## src/rtl/mc_ctrl_pkg.sv

```systemverilog
package mc_ctrl_pkg;

  localparam int ST_W = 4;

  typedef enum logic [ST_W-1:0] {
    ST_FETCH   = 4'd0,
    ST_DECODE  = 4'd1,
    ST_ADDR    = 4'd2,
    ST_MRD     = 4'd3,
    ST_LDWB    = 4'd4,
    ST_MWR     = 4'd5,
    ST_EXEC    = 4'd6,
    ST_RWB     = 4'd7,
    ST_BRANCH  = 4'd8,
    ST_JUMP    = 4'd9,
    ST_BADOP   = 4'd10,
    ST_OVF     = 4'd11
  } state_t;

  typedef struct packed {
    logic       ram_rd;
    logic       ram_wr;
    logic       instr_latch;
    logic       pc_load;
    logic       pc_load_if_eq;
    logic       addr_from_alu;
    logic       rf_we;
    logic       rf_dst_rd;
    logic       rf_from_mem;
    logic       opa_sel;
    logic [1:0] opb_sel;
    logic [1:0] alu_mode;
    logic [1:0] pc_mux;
    logic       ret_save;
    logic       reason_save;
    logic       reason_code;
  } ctrl_t;

endpackage

```

## src/rtl/mc_ctrl_next.sv

```systemverilog
module mc_ctrl_next
  import mc_ctrl_pkg::*;
#(
  parameter int               OP_W     = 6,
  parameter logic [OP_W-1:0]  OP_RTYPE = 6'b000000,
  parameter logic [OP_W-1:0]  OP_LOAD  = 6'b100011,
  parameter logic [OP_W-1:0]  OP_STORE = 6'b101011,
  parameter logic [OP_W-1:0]  OP_BEQ   = 6'b000100,
  parameter logic [OP_W-1:0]  OP_JUMP  = 6'b000010
) (
  input  state_t          cur,
  input  logic [OP_W-1:0] opcode,
  input  logic            overflow,
  output state_t          nxt
);

  always_comb begin
    nxt = ST_FETCH;
    unique case (cur)
      ST_FETCH:  nxt = ST_DECODE;
      ST_DECODE: begin
        if (opcode == OP_LOAD || opcode == OP_STORE) nxt = ST_ADDR;
        else if (opcode == OP_RTYPE)                 nxt = ST_EXEC;
        else if (opcode == OP_BEQ)                   nxt = ST_BRANCH;
        else if (opcode == OP_JUMP)                  nxt = ST_JUMP;
        else                                         nxt = ST_BADOP;
      end
      ST_ADDR:   nxt = (opcode == OP_LOAD) ? ST_MRD : ST_MWR;
      ST_MRD:    nxt = ST_LDWB;
      ST_EXEC:   nxt = overflow ? ST_OVF : ST_RWB;
      default:   nxt = ST_FETCH;
    endcase
  end

endmodule

```

## src/rtl/mc_ctrl_decode.sv

```systemverilog
module mc_ctrl_decode
  import mc_ctrl_pkg::*;
(
  input  state_t st,
  output ctrl_t  word
);

  always_comb begin
    word = '0;
    unique case (st)
      ST_FETCH: begin
        word.ram_rd      = 1'b1;
        word.instr_latch = 1'b1;
        word.pc_load     = 1'b1;
        word.opb_sel     = 2'b01;
      end
      ST_DECODE: word.opb_sel = 2'b11;
      ST_ADDR: begin
        word.opa_sel = 1'b1;
        word.opb_sel = 2'b10;
      end
      ST_MRD: begin
        word.ram_rd        = 1'b1;
        word.addr_from_alu = 1'b1;
      end
      ST_LDWB: begin
        word.rf_we       = 1'b1;
        word.rf_from_mem = 1'b1;
      end
      ST_MWR: begin
        word.ram_wr        = 1'b1;
        word.addr_from_alu = 1'b1;
      end
      ST_EXEC: begin
        word.opa_sel  = 1'b1;
        word.alu_mode = 2'b10;
      end
      ST_RWB: begin
        word.rf_we     = 1'b1;
        word.rf_dst_rd = 1'b1;
      end
      ST_BRANCH: begin
        word.opa_sel       = 1'b1;
        word.alu_mode      = 2'b01;
        word.pc_load_if_eq = 1'b1;
        word.pc_mux        = 2'b01;
      end
      ST_JUMP: begin
        word.pc_load = 1'b1;
        word.pc_mux  = 2'b10;
      end
      ST_BADOP, ST_OVF: begin
        word.opb_sel     = 2'b01;
        word.alu_mode    = 2'b01;
        word.ret_save    = 1'b1;
        word.pc_load     = 1'b1;
        word.reason_save = 1'b1;
        word.pc_mux      = 2'b11;
        word.reason_code = (st == ST_OVF);
      end
      default: word = '0;
    endcase
  end

endmodule

```

## src/rtl/mc_ctrl_fsm.sv

```systemverilog
module mc_ctrl_fsm
  import mc_ctrl_pkg::*;
#(
  parameter int               OP_W     = 6,
  parameter logic [OP_W-1:0]  OP_RTYPE = 6'b000000,
  parameter logic [OP_W-1:0]  OP_LOAD  = 6'b100011,
  parameter logic [OP_W-1:0]  OP_STORE = 6'b101011,
  parameter logic [OP_W-1:0]  OP_BEQ   = 6'b000100,
  parameter logic [OP_W-1:0]  OP_JUMP  = 6'b000010
) (
  input  logic            clk,
  input  logic            rst,
  input  logic [OP_W-1:0] opcode,
  input  logic            overflow,
  output logic            ram_rd,
  output logic            ram_wr,
  output logic            instr_latch,
  output logic            pc_load,
  output logic            pc_load_if_eq,
  output logic            addr_from_alu,
  output logic            rf_we,
  output logic            rf_dst_rd,
  output logic            rf_from_mem,
  output logic            opa_sel,
  output logic [1:0]      opb_sel,
  output logic [1:0]      alu_mode,
  output logic [1:0]      pc_mux,
  output logic            ret_save,
  output logic            reason_save,
  output logic            reason_code
);

  state_t state_q;
  state_t nxt;
  state_t target;
  ctrl_t  word_d;
  ctrl_t  word_q;

  mc_ctrl_next #(
    .OP_W(OP_W), .OP_RTYPE(OP_RTYPE), .OP_LOAD(OP_LOAD),
    .OP_STORE(OP_STORE), .OP_BEQ(OP_BEQ), .OP_JUMP(OP_JUMP)
  ) u_next (
    .cur      (state_q),
    .opcode   (opcode),
    .overflow (overflow),
    .nxt      (nxt)
  );

  // Reset steers the upcoming state to fetch; outputs are decoded from the
  // state being entered so the registered word matches the state register.
  assign target = rst ? ST_FETCH : nxt;

  mc_ctrl_decode u_decode (
    .st   (target),
    .word (word_d)
  );

  always_ff @(posedge clk) begin
    state_q <= target;
    word_q  <= word_d;
  end

  assign ram_rd        = word_q.ram_rd;
  assign ram_wr        = word_q.ram_wr;
  assign instr_latch   = word_q.instr_latch;
  assign pc_load       = word_q.pc_load;
  assign pc_load_if_eq = word_q.pc_load_if_eq;
  assign addr_from_alu = word_q.addr_from_alu;
  assign rf_we         = word_q.rf_we;
  assign rf_dst_rd     = word_q.rf_dst_rd;
  assign rf_from_mem   = word_q.rf_from_mem;
  assign opa_sel       = word_q.opa_sel;
  assign opb_sel       = word_q.opb_sel;
  assign alu_mode      = word_q.alu_mode;
  assign pc_mux        = word_q.pc_mux;
  assign ret_save      = word_q.ret_save;
  assign reason_save   = word_q.reason_save;
  assign reason_code   = word_q.reason_code;

endmodule

```

## config.mk

```make
export PLATFORM = sky130hd
export DESIGN_NAME = mc_ctrl_fsm
export DESIGN_NICKNAME = d
export VERILOG_FILES = /design/src/rtl/mc_ctrl_pkg.sv /design/src/rtl/mc_ctrl_next.sv /design/src/rtl/mc_ctrl_decode.sv /design/src/rtl/mc_ctrl_fsm.sv
export SDC_FILE = /design/constraint.sdc
export NUM_CORES = 1
export LEC_CHECK = 0
export ABC_AREA = 1
export BUFFER_PORTS_ARGS = -buffer_cell sky130_fd_sc_hd__clkbuf_2
export CAP_MARGIN = 20
export CORE_MARGIN = 3
export CORE_UTILIZATION = 49
export DETAILED_ROUTE_END_ITERATION = 7
export PLACE_DENSITY = 0.76
export RECOVER_POWER = 25
export SYNTH_ARGS = -nofsm -noshare
export SYNTH_HDL_FRONTEND = slang
export SYNTH_SLANG_ARGS = --single-unit
```

## constraint.sdc

```tcl
create_clock -name clk -period 1.5 [get_ports clk]
set_input_delay 0.15 -clock clk [delete_from_list [all_inputs] [get_ports clk]]
set_output_delay 0.15 -clock clk [all_outputs]
set_load 0.01 [all_outputs]
```

### Yosys cells after proc, flatten, opt, wreduce, memory -nomap -nowiden

Index checks and enable logic that the tools add are counted.

* eq/ne operators: 19
* shift-type cells: 0
* divide/modulo/power cells: 0
* reduce and logical (&&, ||, !) cells: 12
* $add $sub $neg: 0
* $lt $le $gt $ge: 0
* mux-type cells: 22
* bitwise gates (word level): 0
* multiply operators: 0

Operators by type and width (count)
* equality test 4 x 3 -> 1 bit, second input constant: 5
* 2-to-1 mux 4 bit: 5
* case mux 4 bit (5 select lines): 1
* equality test 4 x 2 -> 1 bit, second input constant: 4
* equality test 4 bit, second input constant: 4
* equality test 6 bit, second input constant: 2
* case mux 2 bit (3 select lines): 2
* 2-to-1 mux 1 bit: 10
* OR reduction 3 bit: 3
* equality test 4 x 1 -> 1 bit, second input constant: 2
* zero test 4 bit: 2
* OR reduction 2 bit: 4
* equality test 6 x 2 -> 1 bit, second input constant: 1
* equality test 6 x 3 -> 1 bit, second input constant: 1
* zero test 6 bit: 1
* 2-to-1 mux 3 bit: 2
* case mux 2 bit (2 select lines): 1
* OR reduction 4 bit: 1
* 2-to-1 mux 2 bit: 1
* logical OR 1 bit: 1

* latch bits: 0
* input port bits: 9
* bits in read-only memories: 0
* flip-flop bits (word level): 23
* memories kept: 0
* RAM bits: 0

### Longest topological paths before layout

* depth in word-level cells: 10
* depth in mapped cells: 10
* depth with buffers taken out: 10

### Hierarchy

Synthesis repeated with hierarchy kept, for this count alone.

* cell total of the unflattened synthesis: 126
* area, all modules: 930.9 um^2

By module, submodules not included
* mc_ctrl_fsm: area an instance 490.5 um^2, instances 1, cells each 31
* mc_ctrl_next: area an instance 245.2 um^2, instances 1, cells each 48
* mc_ctrl_decode: area an instance 195.2 um^2, instances 1, cells each 47

### Least setup slack after synthesis

No wires, ideal clock.

* path type: reg-to-reg
* from: register state_q[3]
* to: register word_q, in the netlist rf_we
* data arrival time: 1.078 ns
* buffers on the path: 0
* slack: 0.303 ns
* cell stages (with the launch flop): 10
* cell sequence: dfxtp_1 -> inv_2 -> nand2_4 -> nor2_1 -> nand3_1 -> nand2_1 -> nor2_4 -> nand3_1 -> nand2_1 -> nor2_1

RTL lines
* start, declared: line mc_ctrl_fsm.sv:33 `state_t state_q;`
* start signal, assigned: line mc_ctrl_fsm.sv:59 `state_q <= target;`
* end signal, assigned: line mc_ctrl_fsm.sv:60 `word_q <= word_d;`
* end, declared: line mc_ctrl_fsm.sv:37 `ctrl_t word_q;`

==> metrics.csv <==
metric;value;unit
status;finished clean;
ant_nets;0;
intPower;0.001053;W
peakVddDrop;0.8450;mV
startpoint_type;flop;
insertion_delay;0.31;ns
remaining_drc_errors;0;
fillCellCount;165;
core;1783;um2
dieArea;2517;um2
syn-cell-area;955.9;um2
synth_cells;124;
cts_max_level;1;
criticalPathCategory;flop to flop;
max_freq;729.3;MHz
cts_made_buffers;3;
layout_commonest_cell;nand2_1;
timing.final.crit_period;1.371;ns
via_per_inst;4.542;
grt_max_degree;14;
ys_ff_latch;22;
ys_warn_count;0;
die_h;50.17;um
setup_violations;0;
worst_ep_arrival_time;1.58;ns
path_clk_slew;0.12;ns
multiInputGateArea;421.7;um2
grt_pass1_vias;758;
clock-root-buffer;clkbuf_4;
finalMaxSlewViolations;0;
dp_hpwl;1512;um
finalCritPeriodShare;91.41;%
fin_setup_tns;0;ns
mostFrequentLayoutCells;nand2_1, dfxtp_1, inv_1, clkbuf_2, nor2_1;
post_cts_buffers;0;
worst_slew_pin_slew;0.2226;ns
antenna_found_initial;0;
grt-ovfl-total;0;
die_width;50.17;um
cts_tree;done;
p_seq_share;45.4;%
hold_slack;0.1230;ns
cts_sinks;22;
grt_pass1_wl;3174;um
portBuffers;27;
synthTopCellsByArea;dfxtp_1, nand2_1, inv_1, nand3_1, nor2_1;
final_nets;164;
hold_violations;0;
num_vias;813;
grt_usage;16.59;%
rsz0062_at_grt;false;
maxSlewHeadroom;85.00;%
cp_max_fo;5;
avgRoutedWirePerCell;10.32;um
hp-class;input pin to flop;
synth_fp_nets;133;
comb_power_share;24.9;%
initial_core_util;53.61;%
powerDensity;1301;nW/um2
wl;1847;um
first_pass_iters;4;
max_cap_violations;0;
drive_gt1_share;29.22;%
io_pins;28;
p_leak;0.6116;nW
place_congestion;0.7789;
floorplan.rows;15;
p_total;0.001504;W
crit_required;1.71;ns
switchingPower;0.0004509;W
synth_top_area_share;46.07;%
drt_iter0_markers;15;
regArea;441.7;um2
yosys.area.top_type;dfxtp_1;
p_sw_share;29.98;%
clockBufferDepth;2;
end_kind;flop;
seq_area_frac_synth;46.07;%
synthToLayoutAreaGrowth;20.94;%
skew;0.001423;ns
p_clk_share;29.7;%
synth.avg_cell_area;7.709;um2
antenna_cells;0;
synthDistinctLibCells;18;
[flip-flops by register name, indices dropped and copies added, names as in the netlist]
register,cells
addr_from_alu,1
alu_mode,2
instr_latch,1
opa_sel,1
opb_sel,2
pc_load,1
pc_load_if_eq,1
pc_mux,2
ram_rd,1
ram_wr,1
reason_code,1
reason_save,1
rf_dst_rd,1
rf_from_mem,1
rf_we,1
state_q,4
[critical path, stage by stage (launching register included)]
cell and delay [ns]:
dfxtp_1 0.37, inv_2 0.07, nand2_4 0.09, nor2_1 0.06, nand3_1 0.12, nand2_1 0.11, nor2_4 0.21, nand3_1 0.10
nand2_1 0.10, nor2_1 0.04
[area by class of cell]
class | instances | area share, %
tap | 25 | 2.706
timing repair buffer | 27 | 10.61
sequential | 22 | 38.20
inverter | 23 | 7.468
multi-input combinational | 78 | 36.47
clock buffer | 3 | 1.948
clock inverter | 1 | 2.597
[cell usage after synthesis (all sizes together)]
cell,count
inv,23
nand4,1
nand3,15
buf,1
dfxtp,22
nand2,32
nor2,25
o21ai,2
a21oi,1
o21bai,1
nor3,1
[through the flow]
| stage | area (um2) | setup slack [ns] | std cells | util [%] |
|---|---|---|---|---|
| global route | 1156 | 0.008507 | 179 | 64.84 |
| finish | 1156 | 0.1289 | 179 | 64.84 |
| detailed placement | 1115 | 0.1188 | 175 | 62.53 |
| global placement | 1115 | 0.1743 | 175 | 62.53 |
| CTS | 1167 | 0.1025 | 179 | 65.47 |
| floorplan | 955.9 | 0.3033 | 124 | - |
[per-layer routing]
metal | track usage, % | part of all wire [%] | vias to the layer above
met4 | 8.295 | 1.8 | 0
met5 | 0 | 0 | -
met2 | 28.48 | 48 | 21
met3 | 2.967 | 5.7 | 4
li1 | - | - | 435
met1 | 19.63 | 44 | 353
[power by group through the flow]
stage / Clock, W / Sequential (W) / Combinational, W
final: 0.000447 / 0.000682 / 0.000374
after global routing: 0.000479 / 0.000692 / 0.000419
after CTS: 0.000457 / 0.000682 / 0.000385
after detailed placement: 0 / 0.000695 / 0.000384
after global placement: 0 / 0.000693 / 0.000375
after floorplan: 0 / 0.000725 / 0.000235
[repair_timing]
| action | in CTS | in global routing |
|---|---|---|
| setup endpoints to repair | 0 | 2 |
| hold buffers | 0 | 0 |
| gates resized for setup | 0 | 1 |
| endpoints found under the hold margin | 0 | 0 |
[kinds of logic (layout without fill, tap and decap cells)]
family	count (synthesis)	count (layout)	synth area share [%]
flops	22	22	46.07
simple gates	74	74	40.57
buf+inv	24	54	9.817
compound gates	4	4	3.534
[path summary, 6_finish.rpt]
path,start,endpoint,slack (ns),cells after the start
min,rst,state_q[1]$_DFF_P_,0.12,2
max reg2reg,state_q[3]$_DFF_P_,rf_we$_DFF_P_,0.13,9
min reg2reg,state_q[2]$_DFF_P_,instr_latch$_DFF_P_,0.65,4
max,state_q[3]$_DFF_P_,rf_we$_DFF_P_,0.13,9
Power figures use the tool's default switching activity.
